**src/rtl/sam_pkg.sv**
```systemverilog
package sam_pkg;

    // Selection state held between address bytes
    typedef enum logic [2:0] {
        ST_IDLE   = 3'd0,
        ST_MISS   = 3'd1,
        ST_OWN_WR = 3'd2,
        ST_OWN_RD = 3'd3,
        ST_GCALL  = 3'd4
    } sel_state_t;

endpackage

```
**src/rtl/sam_field_cmp.sv**
```systemverilog
// Splits the received byte and the local address register into fields and
// compares the address fields bit by bit.
module sam_field_cmp #(
    parameter int ADDR_W = 7
) (
    input  logic [ADDR_W:0] rx_byte,
    input  logic [ADDR_W:0] own_reg,
    output logic            own_eq,
    output logic            rx_zero,
    output logic            own_zero,
    output logic            rx_read,
    output logic            gc_en
);

    logic [ADDR_W-1:0] bit_eq;

    genvar g;
    for (g = 0; g < ADDR_W; g++) begin : g_bit
        assign bit_eq[g] = ~(rx_byte[g+1] ^ own_reg[g+1]);
    end

    assign own_eq   = &bit_eq;
    assign rx_zero  = ~|rx_byte[ADDR_W:1];
    assign own_zero = ~|own_reg[ADDR_W:1];
    assign rx_read  = rx_byte[0];
    assign gc_en    = own_reg[0];

endmodule

```
**src/rtl/sam_gc_gate.sv**
```systemverilog
// Broadcast recognition; GC_SUPPORT selects whether the path exists at all.
module sam_gc_gate #(
    parameter bit GC_SUPPORT = 1'b1
) (
    input  logic gc_en,
    input  logic rx_zero,
    input  logic rx_read,
    output logic gc_cand
);

    if (GC_SUPPORT) begin : g_gc
        // a broadcast with the read flag set is not a valid general call
        assign gc_cand = gc_en & rx_zero & ~rx_read;
    end else begin : g_no_gc
        logic unused_gc_in;
        assign unused_gc_in = ^{gc_en, rx_zero, rx_read};
        assign gc_cand      = 1'b0;
    end

endmodule

```
**src/rtl/sam_next_sel.sv**
```systemverilog
// Chooses the state entered when an address byte is strobed in.
module sam_next_sel
    import sam_pkg::*;
(
    input  logic       own_eq,
    input  logic       own_zero,
    input  logic       rx_read,
    input  logic       gc_cand,
    input  logic       ack_en,
    output sel_state_t nxt_sel
);

    always_comb begin
        nxt_sel = ST_MISS;
        if (!ack_en) begin
            nxt_sel = ST_MISS;
        end else if (gc_cand) begin
            nxt_sel = ST_GCALL;
        end else if (own_eq && !own_zero) begin
            nxt_sel = rx_read ? ST_OWN_RD : ST_OWN_WR;
        end
    end

endmodule

```
**src/rtl/slv_addr_match.sv**
```systemverilog
module slv_addr_match
    import sam_pkg::*;
#(
    parameter int              ADDR_W        = 7,
    parameter bit              GC_SUPPORT    = 1'b1,
    parameter int              STAT_W        = 8,
    parameter logic [STAT_W-1:0] STAT_OWN_WR = 8'h60,
    parameter logic [STAT_W-1:0] STAT_OWN_RD = 8'hA8,
    parameter logic [STAT_W-1:0] STAT_GCALL  = 8'h70,
    parameter logic [STAT_W-1:0] STAT_NONE   = 8'hF8
) (
    input  logic              clk,
    input  logic              rst_n,
    input  logic              addr_vld,
    input  logic [ADDR_W:0]   addr_byte,
    input  logic [ADDR_W:0]   own_reg,
    input  logic              ack_en,
    output logic              sel_own,
    output logic              sel_gcall,
    output logic              dir_read,
    output logic              ack_drive,
    output logic [STAT_W-1:0] status
);

    localparam int BYTE_W = ADDR_W + 1;

    logic       own_eq, rx_zero, own_zero, rx_read, gc_en, gc_cand;
    sel_state_t sel_q, nxt_sel;

    sam_field_cmp #(.ADDR_W(ADDR_W)) u_cmp (
        .rx_byte (addr_byte),
        .own_reg (own_reg),
        .own_eq  (own_eq),
        .rx_zero (rx_zero),
        .own_zero(own_zero),
        .rx_read (rx_read),
        .gc_en   (gc_en)
    );

    sam_gc_gate #(.GC_SUPPORT(GC_SUPPORT)) u_gc (
        .gc_en  (gc_en),
        .rx_zero(rx_zero),
        .rx_read(rx_read),
        .gc_cand(gc_cand)
    );

    sam_next_sel u_nxt (
        .own_eq  (own_eq),
        .own_zero(own_zero),
        .rx_read (rx_read),
        .gc_cand (gc_cand),
        .ack_en  (ack_en),
        .nxt_sel (nxt_sel)
    );

    // State register: only a strobed byte moves the selection
    always_ff @(posedge clk or negedge rst_n) begin
        if (!rst_n) begin
            sel_q <= ST_IDLE;
        end else if (addr_vld) begin
            sel_q <= nxt_sel;
        end
    end

    // Outputs decoded from the state alone
    always_comb begin
        sel_own   = 1'b0;
        sel_gcall = 1'b0;
        dir_read  = 1'b0;
        ack_drive = 1'b0;
        status    = STAT_NONE;
        unique case (sel_q)
            ST_IDLE, ST_MISS: begin
                status = STAT_NONE;
            end
            ST_OWN_WR: begin
                sel_own   = 1'b1;
                ack_drive = 1'b1;
                status    = STAT_OWN_WR;
            end
            ST_OWN_RD: begin
                sel_own   = 1'b1;
                dir_read  = 1'b1;
                ack_drive = 1'b1;
                status    = STAT_OWN_RD;
            end
            ST_GCALL: begin
                sel_gcall = 1'b1;
                ack_drive = 1'b1;
                status    = STAT_GCALL;
            end
            default: begin
                status = STAT_NONE;
            end
        endcase
    end

    logic [BYTE_W-1:0] unused_width_ref;
    assign unused_width_ref = addr_byte;

endmodule

```
**config.mk**
```make
export PLATFORM = sky130hd
export DESIGN_NAME = slv_addr_match
export DESIGN_NICKNAME = d
export VERILOG_FILES = /design/src/rtl/sam_pkg.sv /design/src/rtl/sam_field_cmp.sv /design/src/rtl/sam_gc_gate.sv /design/src/rtl/sam_next_sel.sv /design/src/rtl/slv_addr_match.sv
export SDC_FILE = /design/constraint.sdc
export NUM_CORES = 1
export LEC_CHECK = 0
export CORE_AREA = 2 2 39 41
export DETAILED_ROUTE_END_ITERATION = 10
export DIE_AREA = 0 0 41 43
export DONT_BUFFER_PORTS = 1
export PLACE_DENSITY = 0.51
export SYNTH_ARGS = -nofsm -noshare
export SYNTH_HDL_FRONTEND = slang
export SYNTH_HIERARCHICAL = 1
export SYNTH_SLANG_ARGS = --single-unit
```
**constraint.sdc**
```tcl
create_clock -name clk -period 0.95 [get_ports clk]
set_input_delay 0 -clock clk [delete_from_list [all_inputs] [get_ports clk]]
set_output_delay 0 -clock clk [all_outputs]
set_load 0.03 [all_outputs]
```
==> summary.txt, run 1 <==
Final layout
  – Register ranked first by flip-flop count: sel_q
  – Diode count: 0
  – Fillers: 141
  – Largest register FFs: 3
  – Fraction of final layout cells sized beyond drive strength 1: 60.00%
  – Final nets: 71
  – Area grow syn2layout: 42.49%
  – Top Registers: sel_q (3)

CTS
  – H-tree levels: 1
  – CTS sink cnt: 3
  – Clock root cell: clkbuf_4
  – TritonCTS clock tree: built
  – Number of buffers inserted during clock tree synthesis: 3
  – Latest clock arrival within the worst-skew pair: 0.23 ns
  – Clock-pin transition on the worst setup and hold timing paths: 0.04 ns
  – Worst-case clock buffer depth: 2

Synthesis
  – Count of different cell masters after synthesis: 23
  – Post-Synth Simple-Gate Area: 37.06%
  – Netlist area before placement: 391.6 µm²
  – Area fraction in compound gates after synthesis: 3.195%
  – Largest family of logic cells by synthesized area: simple AND/OR/NAND/NOR gates
  – Dominant register cell in the synthesized netlist: dfrtp_1
  – Synth cell count leaders: buf_4, xnor2_1, dfrtp_1, mux2_1, xor2_1
  – Warnings, synthesis: 6
  – Multiplexer fraction of the synthesized cell area: 8.626%
  – Share of the yosys chip area belonging to registers: 19.17%
  – Adder and majority cell fraction of the synthesized area: 0%
  – Instance count of the mapped netlist: 41
  – Avg Synthesized Cell Area: 9.552 µm²
  – Yosys top cell area share: 19.17%
  – Ranking of synthesized cells by area: dfrtp_1, buf_4, xnor2_1
  – Post-synthesis xor/xnor area fraction: 15.65%
  – Cell type with the highest aggregate area in the netlist: dfrtp_1
  – Share of async-settable or async-resettable flops after synthesis: 100.0%
  – Leading cell type by number of instances after synthesis: buf_4
  – Number of synthesized register bits: 3
  – Number of synthesized flops with an enable pin: 0

Floorplanning
  – CORE AREA: 1384 µm²
  – Count of standard-cell rows: 14
  – Y dimension of the die: 43 µm
  – Die extent in x: 41 µm
  – Full die area: 1763 µm²
  – Starting utilization of the core area: 28.30%
  – Total I/O pin count: 32

Timing
  – Final slew viol count: 0
  – Post-route clock skew: 0 ns
  – Worst hold slack: 0.02131 ns
  – Maximum operating frequency: 802.3 MHz
  – RSZ-0062 raised after global routing: true
  – Share of the cycle needed by the critical path after routing: 131.2%
  – Number of hold violations in the final report: 0
  – Post-layout min period: 1.246 ns
  – Worst setup margin: -0.2965 ns
  – Final setup violation count: 11

Global routing
  – Number of global-route vias before repair: 315
  – Number of antenna violations at the first check in global routing: 0
  – Tot GR Track Use: 9.265%
  – First-pass GRT wire length: 1.138 mm
  – Gr ovfl total: 0
  – Largest net degree at the start of global routing: 7

Worst setup path
  – Worst setup path class: input pin to flip-flop
  – Biggest fanout along the worst timing path: 2
  – Cell type of the slowest stage on the worst timing path: or4_4
  – Worst endpoint required time: 1.06 ns
  – Kind of end point of the critical path: flip-flop
  – Worst Reg2Reg Path Length in Cells: 1
  – Cell family with most CP delay: simple AND/OR/NAND/NOR gates
  – Terminus of the critical flop-to-flop path: sel_q[0]
  – Worst path depth: 7
  – Critical path arrival: 1.35 ns
  – Sum of buffers and inverters on the critical path: 2
  – Max stage delay on crit path: 0.53 ns
  – Reg2Reg Launch Point: sel_q[0]
  – Flop-to-flop setup slack: 0.13 ns
  – Worst-path cell chain: or4_4 > nor4_4 > and3b_2 > buf_4 > buf_6 > o21ai_2 > mux2_4
  – Kind of launch point of the worst setup path: input pin

Power and ir drop
  – Overall power after layout: 428.5 µW
  – Total leakage power: 0.2119 nW
  – Worst IR Drop VDD: 0.7597 mV
  – Pwr Density: 767.9 nW/µm²

Min path
  – Type of the worst min-delay path: input pin to asynchronous set/reset pin

Flow run
  – Number of maximum-capacitance violations: 0

Detailed routing
  – ANT nets after route: 0
  – Per-cell via count in the routed design: 4.606
  – Number of DRC violations after detailed routing: 0
  – First-pass DRT Iterations: 2
  – Starting DRC count in detailed routing: 2
  – Total number of vias: 304
  – Routed length per instance: 11.00 µm
  – Routed Wire Length: 726 µm

Outcome
  – Outcome: finished, violations left
  – Violated checks: setup timing

Placed design
  – DP Wirelength: 609.8 µm
  – Placer Congestion: 0.6241
  – Number of port buffers: 0
  – Pre-CTS WS: -0.5824 ns
==> how the worst max path moves through the flow <==
stage | from | end
floorplan | addr_byte[5] | sel_q[1]
global placement | addr_byte[5] | sel_q[1]
detailed placement | addr_byte[5] | sel_q[1]
CTS | addr_byte[5] | sel_q[1]
global route | addr_byte[5] | sel_q[0]
finish | addr_byte[5] | sel_q[0]
==> routing by layer <==
metal | up-vias | GRT usage [%] | part of all wire (%)
li1 | 149 | - | -
met1 | 139 | 11.69 | 39
met2 | 16 | 14.37 | 52
met3 | 0 | 0.5236 | 9.4
met4 | 0 | 6.000 | 0
met5 | - | 0 | 0
==> placed cells by master, fill, tap and decap left out, drive strengths merged <==
master	synthesis	final
dfrtp	3	3
buf	7	7
and3b	1	1
nand4	1	1
clkbuf	0	4
and4bb	1	1
nand2	1	1
inv	1	1
nor4	3	3
or2	1	1
conb	2	4
xnor2	4	4
and2	2	2
xor2	3	3
o21ai	1	1
dlygate4sd3	0	3
nor2b	2	2
o21bai	1	1
or4	2	2
nor3b	2	2
mux2	3	3
==> per-stage QoR <==
step           setup TNS (ns)  instances  utilization, %  cell area, µm²
6_report               -1.991         66           40.33           558.0
5_1_grt                -2.613         66           40.33           558.0
4_1_cts                -2.361         65           38.97           539.3
3_5_place_dp           -1.434         57           31.74           439.2
3_3_place_gp           -1.302         57           31.74           439.2
2_1_floorplan          -1.307         43               -           425.4
==> cell families after synthesis <==
kind of cell / count (synthesis)
other: 2
AO/OA/AOI/OAI: 2
multiplexers: 3
XOR/XNOR: 7
flip-flops: 3
buffers and inverters: 8
AND/OR/NAND/NOR: 16
==> layout make-up <==
type	instances	area (µm²)	area share, %
inverter	1	6.256	1.121
tap	16	20.02	3.587
sequential	3	78.83	14.13
multi-input combinational	32	316.6	56.73
timing repair buffer	10	110.1	19.73
clock buffer	4	26.28	4.709
==> repair_timing <==
item                                   4_1_cts  5_1_grt
pin swaps                                    7        4
hold buffers                                 3        0
gates resized for setup                     11        5
endpoints found under the hold margin        6        0
buffers inserted                             1        1
setup endpoints to repair                   11       11
==> power breakdown <==
part           switching [mW]  internal (mW)  total, mW
clock network          0.0613          0.157      0.218
registers            0.000861          0.129      0.130
logic                  0.0421         0.0381     0.0801
total                   0.104          0.324      0.429
Power figures use the tool's default switching activity.
==> run 2, diff against run 1 <==
ABC_AREA = 1   (was not set)
PLACE_DENSITY = 0.57   (was 0.51)
==> run 2 against run 1 <==
The flow still finishes with violations (setup timing). Via count rose by 54%. Combinational power rose by 37%. Maximum frequency increased by 16%. Final cell count rose by 68%. Flip-flop and latch count unchanged. Synthesized cell count is 110% higher. Sequential power increased by 5%. Global-route usage grew 4.0 points. Clock skew is the same. Clock power hardly changed. Non-clock buffer count shrank 2. Critical path type is now flip-flop to output port.
==> summary.txt, run 2 <==
Outcome
  – Outcome: finished, violations left
  – Violated checks: setup timing

Timing
  – Final setup violation count: 7 (-4)
  – Worst hold slack: 0.01944 ns (-0.001876 ns)
  – Post-route clock skew: 0 ns (unchanged)
  – Share of the cycle needed by the critical path after routing: 113.5% (-18 points)
  – Post-route setup TNS: -0.6039 ns (+1.387 ns)
  – Post-layout min period: 1.078 ns (-0.1686 ns)
  – Final slew viol count: 0 (unchanged)
  – Number of hold violations in the final report: 0 (unchanged)
  – RSZ-0062 raised after global routing: true
  – Maximum operating frequency: 927.8 MHz (+16%)
  – Worst setup margin: -0.1278 ns (+0.1686 ns)

Worst setup path
  – Worst-path cell chain: inv_2 > nand2_4 > nor2_4 > buf_12
  – Worst endpoint required time: 0.95 ns (-0.11 ns)
  – Critical path arrival: 1.08 ns (-0.27 ns)
  – Terminus of the critical flop-to-flop path: sel_q[2]
  – Kind of launch point of the worst setup path: flip-flop
  – Biggest fanout along the worst timing path: 4 (+2)
  – Max stage delay on crit path: 0.38 ns (-0.15 ns)
  – Flop-to-flop setup slack: 0.19 ns (+0.06 ns)
  – Worst Reg2Reg Path Length in Cells: 3 (+2)
  – Cell type of the slowest stage on the worst timing path: dfrtp_1
  – Reg2Reg Launch Point: sel_q[2]
  – Kind of end point of the critical path: output port
  – Worst setup path class: flip-flop to output port

Synthesis
  – Leading cell type by number of instances after synthesis: nand2_1
  – Warnings, synthesis: 6 (unchanged)
  – Share of the yosys chip area belonging to registers: 16.17% (-3.0 points)
  – Ranking of synthesized cells by area: nand2_1, inv_1, dfrtp_1
  – Yosys top cell area share: 24.26% (+5.1 points)
  – Dominant register cell in the synthesized netlist: dfrtp_1
  – Instance count of the mapped netlist: 88 (+110%)
  – Avg Synthesized Cell Area: 5.275 µm² (-45%)
  – Netlist area before placement: 464.2 µm² (+19%)
  – Number of synthesized register bits: 3 (unchanged)
  – Cell type with the highest aggregate area in the netlist: nand2_1
  – Number of synthesized flops with an enable pin: 0 (unchanged)
  – Share of async-settable or async-resettable flops after synthesis: 100.0% (unchanged)
  – Count of different cell masters after synthesis: 15 (-35%)
  – Synth cell count leaders: nand2_1, inv_1, buf_4, nor2_1, nand3_1

Final layout
  – Fillers: 167 (+18%)
  – Most frequent standard cell in the layout excluding fill and tap cells: nand2_1
  – Multi-input combinational cell area: 292.8 µm² (-7.5%)
  – Top library cells by usage in the layout, fill and taps aside: nand2_1, inv_1, nand3_1, nor2_1
  – Register ranked first by flip-flop count: sel_q
  – Register area: 76.32 µm² (-3.2%)
  – Final nets: 116 (+63%)
  – Largest register FFs: 3 (unchanged)
  – Top Registers: sel_q (3)
  – Area grow syn2layout: 27.49%
  – Fraction of final layout cells sized beyond drive strength 1: 25.26% (-35 points)
  – Diode count: 0 (unchanged)

Detailed routing
  – ANT nets after route: 0 (unchanged)
  – Number of DRC violations after detailed routing: 0 (unchanged)
  – Starting DRC count in detailed routing: 5 (+3)
  – Routed Wire Length: 967 µm (+33%)
  – Per-cell via count in the routed design: 4.207 (-8.7%)
  – Total number of vias: 467 (+54%)
  – First-pass DRT Iterations: 3 (+1)
  – Routed length per instance: 8.712 µm (-21%)

Floorplanning
  – CORE AREA: 1384 µm² (unchanged)
  – Count of standard-cell rows: 14 (unchanged)
  – Full die area: 1763 µm² (unchanged)
  – Die extent in x: 41 µm (unchanged)
  – Y dimension of the die: 43 µm (unchanged)
  – Starting utilization of the core area: 33.54% (+5.2 points)
  – Total I/O pin count: 32 (unchanged)

Global routing
  – Gr busiest metal: met2
  – First-pass GRT wire length: 1.656 mm (+46%)
  – Largest net degree at the start of global routing: 7 (unchanged)
  – Global-route track usage on met1: 15.11% (+3.4 points)
  – Global-route met3 utilization: 0% (-0.52 points)
  – Met2 capacity usage during global routing: 22.81% (+8.4 points)
  – Gr ovfl total: 0 (unchanged)
  – Number of antenna violations at the first check in global routing: 0 (unchanged)
  – Number of global-route vias before repair: 479 (+52%)
  – Tot GR Track Use: 13.25% (+4.0 points)

Power and ir drop
  – Clk network pwr share: 47.2% (-3.8 points)
  – Sequential fraction of design power: 29.2% (-1.1 points)
  – Part of the total power dissipated in combinational logic: 23.7% (+5.0 points)
  – Fraction of power spent switching nets: 29.74% (+5.4 points)
  – Total leakage power: 0.3463 nW (+63%)
  – Power dissipated by switching net loads: 138.6 µW (+33%)
  – Pwr Density: 787.6 nW/µm² (+2.6%)
  – Worst IR Drop VDD: 0.2196 mV (-71%)
  – Power Internal: 327.5 µW (+0.99%)

CTS
  – Number of buffers inserted during clock tree synthesis: 3 (unchanged)
  – TritonCTS clock tree: built
  – Clock-pin transition on the worst setup and hold timing paths: 0.04 ns (about the same)
  – Worst-case clock buffer depth: 2 (unchanged)
  – CTS sink cnt: 3 (unchanged)
  – Latest clock arrival within the worst-skew pair: 0.23 ns (about the same)
  – H-tree levels: 1 (unchanged)
  – Clock root cell: clkbuf_4

Placed design
  – Placer Congestion: 0.6435 (+3.1%)
  – DP Wirelength: 755.7 µm (+24%)
  – Number of port buffers: 0 (unchanged)

Min path
  – Type of the worst min-delay path: input pin to asynchronous set/reset pin

Flow run
  – Number of maximum-capacitance violations: 0 (unchanged)
## run 2: changes by cell type after synthesis, moves of 3 or more
cell and delta:
xnor2_1 -3, nand2_1 +29, xor2_1 -3, inv_1 +21, o21ai_0 +3, nor2_1 +7, mux2_1 -3, nand3_1 +6
## run 2: how the worst max path moves through the flow
stage | cells after the start | startpoint | slack [ns] | endpoint
6_report | 4 | sel_q[2] | -0.13 | dir_read
5_1_grt | 4 | sel_q[2] | -0.17 | dir_read
4_1_cts | 4 | sel_q[2] | -0.12 | dir_read
3_5_place_dp | 4 | sel_q[1] | 0.06 | status[7]
3_3_place_gp | 4 | sel_q[2] | 0.07 | dir_read
2_1_floorplan | 4 | sel_q[2] | 0.01 | status[6]
## run 2: power groups by stage
stage                     registers, mW  logic (mW)  clock network, mW
after floorplan                   0.135       0.101                  0
after global placement            0.135      0.0906                  0
after detailed placement          0.135      0.0911                  0
after CTS                         0.134       0.108              0.233
after global routing              0.136       0.127              0.239
final                             0.136       0.110              0.220
## run 2: area by class of cell
cell class	count	area share, %
sequential	3	12.90
clock buffer	4	4.440
inverter	23	16.28
tap	16	3.383
multi-input combinational	57	49.47
timing repair buffer	8	13.53
## run 2: worst max-delay path, delay by kind of cell, from the launching register on
| family | cells | cell delay [ns] |
|---|---|---|
| AND/OR/NAND/NOR | 2 | 0.24 |
| buffers and inverters | 2 | 0.24 |
| flip-flops | 1 | 0.38 |
## run 2: cells by family (layout without fill, tap and decap cells)
group                     Yosys count  after routing  share of synthesized area [%]
and+or+nand+nor                    49             49                          47.17
xor gates and xnor gates            1              1                          1.887
buffers and inverters              30             35                          29.92
DFF                                 3              3                          16.17
AOI/OAI and AO/OA                   3              3                          3.234
other                               2              4                          1.618
## run 2: metal layers
layer  vias up  part of all wire, %
met5         -                    0
met4         0                    0
met3         0                  5.5
met2         9                   57
met1       202                   38
li1        256                    -
## run 2: what timing repair did
action / CTS / global route
hold buffers: 3 / 0
setup buffers: 1 / 2
hold endpoints to repair: 6 / 0
resized for setup: 10 / 5
pin swaps: 3 / 4
endpoints found under the setup margin: 8 / 8
## run 2: metrics by stage
step	total power [mW]	cells	util, %	worst slack (ns)	instance area [µm²]
floorplan	0.2359	90	-	0.01492	479.2
global placement	0.2260	101	34.27	0.07109	474.2
detailed placement	0.2263	101	34.27	0.06234	474.2
CTS	0.4755	109	40.24	-0.1162	556.8
global route	0.5021	111	42.77	-0.1719	591.8
finish	0.4661	111	42.77	-0.1278	591.8
==> run 3, diff against run 2 <==
BUFFER_PORTS_ARGS = -buffer_cell sky130_fd_sc_hd__buf_2   (was not set)
CAP_MARGIN = 20   (was not set)
DONT_BUFFER_PORTS = not set   (was 1)
PLACE_DENSITY = 0.77   (was 0.57)
==> run 3 against run 2 <==
The flow still finishes with violations (setup timing). Cell area rose by 17%. Via count rose by 19%. Hold slack barely moved. Sequential power barely moved. Non-clock buffer count rose by 23. Sequential share of layout area fell by 2.0 points. Clock skew did not move. Critical endpoint is now status[6]. Largest power group unchanged.
==> summary.txt, run 3 (synthesis gave the netlist of run 2 again) <==
Outcome
  – Outcome: finished, violations left
  – Violated checks: setup timing

Detailed routing
  – Starting DRC count in detailed routing: 5 (unchanged)
  – ANT nets after route: 0 (unchanged)
  – Routed Wire Length: 990 µm (+2.4%)
  – Total number of vias: 557 (+19%)
  – Routed length per instance: 7.388 µm (-15%)
  – First-pass DRT Iterations: 4 (+1)
  – Number of DRC violations after detailed routing: 0 (unchanged)
  – Per-cell via count in the routed design: 4.157 (-1.2%)

CTS
  – Number of buffers inserted during clock tree synthesis: 3 (unchanged)
  – TritonCTS clock tree: built
  – Latest clock arrival within the worst-skew pair: 0.23 ns (about the same)
  – H-tree levels: 1 (unchanged)
  – Clock root cell: clkbuf_4
  – Worst-case clock buffer depth: 2 (unchanged)
  – Clock-pin transition on the worst setup and hold timing paths: 0.04 ns (about the same)
  – CTS sink cnt: 3 (unchanged)

Global routing
  – Number of global-route vias before repair: 518 (+8.1%)
  – Largest net degree at the start of global routing: 7 (unchanged)
  – First-pass GRT wire length: 1.711 mm (+3.3%)
  – Tot GR Track Use: 14.17% (+0.92 points)
  – Gr ovfl total: 0 (unchanged)
  – Number of antenna violations at the first check in global routing: 0 (unchanged)

Timing
  – Worst setup margin: -0.1660 ns (-0.03821 ns)
  – RSZ-0062 raised after global routing: true
  – Share of the cycle needed by the critical path after routing: 117.5% (+4.0 points)
  – Maximum operating frequency: 896.0 MHz (-3.4%)
  – Post-route clock skew: 0 ns (unchanged)
  – Number of hold violations in the final report: 0 (unchanged)
  – Final setup violation count: 8 (+1)
  – Final slew viol count: 0 (unchanged)
  – Post-layout min period: 1.116 ns (+0.03821 ns)

Worst setup path
  – Max stage delay on crit path: 0.37 ns (about the same)
  – Cell family with most CP delay: flip-flops
  – Worst-path cell chain: buf_4 > nand2_4 > nor2_4 > inv_4 > buf_6
  – Kind of launch point of the worst setup path: flip-flop
  – Cell type of the slowest stage on the worst timing path: dfrtp_1
  – Biggest fanout along the worst timing path: 4 (unchanged)
  – Sum of buffers and inverters on the critical path: 3 (+1)
  – Critical path arrival: 1.12 ns (+0.04 ns)
  – Worst setup path class: flip-flop to output port
  – Worst endpoint required time: 0.95 ns (about the same)
  – Kind of end point of the critical path: output port

Final layout
  – Final nets: 139 (+20%)
  – Fillers: 146 (-13%)
  – Final core utilization: 49.91% (+7.1 points)
  – Register ranked first by flip-flop count: sel_q
  – Largest register FFs: 3 (unchanged)
  – Area grow syn2layout: 48.79%
  – Multi-input combinational cell area: 262.8 µm² (-10%)
  – Top library cells by usage in the layout, fill and taps aside: nand2_1, inv_1, buf_2
  – Most frequent standard cell in the layout excluding fill and tap cells: nand2_1
  – Register area: 75.07 µm² (-1.6%)
  – Final std cell area, no fill: 690.7 µm² (+17%)
  – Fraction of final layout cells sized beyond drive strength 1: 36.44% (+11 points)
  – Diode count: 0 (unchanged)
  – Top Registers: sel_q (3)

Power and ir drop
  – Power dissipated by switching net loads: 156.3 µW (+13%)
  – Pwr Density: 731.5 nW/µm² (-7.1%)
  – Part of the total power dissipated in combinational logic: 29.5% (+5.8 points)
  – Sequential fraction of design power: 26.4% (-2.8 points)
  – Power Internal: 348.9 µW (+6.5%)
  – Fraction of power spent switching nets: 30.94% (+1.2 points)
  – Worst IR Drop VDD: 0.2619 mV (+19%)
  – Clk network pwr share: 44.0% (-3.2 points)
  – Total leakage power: 0.4377 nW (+26%)

Floorplanning
  – Count of standard-cell rows: 14 (unchanged)
  – Total I/O pin count: 32 (unchanged)
  – Full die area: 1763 µm² (unchanged)
  – CORE AREA: 1384 µm² (unchanged)
  – Die extent in x: 41 µm (unchanged)
  – Y dimension of the die: 43 µm (unchanged)
  – Starting utilization of the core area: 33.54% (unchanged)

Placed design
  – DP Wirelength: 848 µm (+12%)
  – Placer Congestion: 0.7413 (+15%)
  – Placement Cell Area: 581.8 µm² (+23%)
  – Number of port buffers: 27 (+27)

Flow run
  – Number of maximum-capacitance violations: 0 (unchanged)

Min path
  – Type of the worst min-delay path: input pin to flip-flop
-- run 3: cell type report --
| type | count | share of cell area [%] |
|---|---|---|
| multi-input cells | 57 | 38.04 |
| repair buffers | 31 | 31.52 |
| inverters | 23 | 12.86 |
| flip-flops and latches | 3 | 10.87 |
| clock buffers | 4 | 3.804 |
| well taps | 16 | 2.899 |
-- run 3: worst register-to-register path, stage by stage (launching register included) --
cell and delay, ns:
dfrtp_1 0.39, buf_4 0.14, inv_1 0.04, o21ai_0 0.06
-- run 3: through the flow --
| step | instances | setup slack, ns | TNS [ns] | hold WS, ns | total power, mW |
|---|---|---|---|---|---|
| after global routing | 134 | -0.2225 | -1.378 | 0.05244 | 0.5492 |
| after CTS | 132 | -0.1978 | -0.9335 | 0.01687 | 0.5142 |
| after floorplan | 90 | 0.01492 | 0 | -0.2956 | 0.2359 |
| final | 134 | -0.1660 | -0.9274 | 0.01915 | 0.5052 |
| after detailed placement | 126 | -0.009164 | -0.009164 | -0.2014 | 0.2788 |
| after global placement | 126 | 0.009933 | 0 | -0.2020 | 0.2744 |
-- run 3: what timing repair did --
action	CTS	global route
endpoints found under the hold margin	3	0
buffers inserted	1	2
setup endpoints to repair	8	8
hold buffers	1	0
resized for setup	18	0
pin swaps	6	1
-- run 3: path summary, 6_finish.rpt --
| check | slack [ns] | endpoint | cells past startpoint | from |
|---|---|---|---|---|
| min reg2reg | 0.59 | sel_q[0] | 2 | sel_q[0] |
| min | 0.02 | sel_q[2] | 2 | addr_vld |
| min in group asynchronous | 0.10 | sel_q[2] | 2 | rst_n |
| max reg2reg | 0.19 | sel_q[1] | 3 | sel_q[1] |
| max in group asynchronous | 0.74 | sel_q[0] | 2 | rst_n |
| max | -0.17 | status[6] | 5 | sel_q[1] |
-- run 3: power by group through the flow --
stage | Clock [mW] | Combinational, mW | Sequential, mW
2_1_floorplan | 0 | 0.101 | 0.135
3_3_place_gp | 0 | 0.139 | 0.135
3_5_place_dp | 0 | 0.144 | 0.135
4_1_cts | 0.231 | 0.149 | 0.134
5_1_grt | 0.243 | 0.173 | 0.134
6_report | 0.223 | 0.149 | 0.133
-- run 3: per-layer routing --
layer | share of wire, % | track usage (%)
met3 | 6.4 | 3.141
met1 | 33 | 11.29
met4 | 1.5 | 8.000
met5 | 0 | 0
met2 | 59 | 27.50
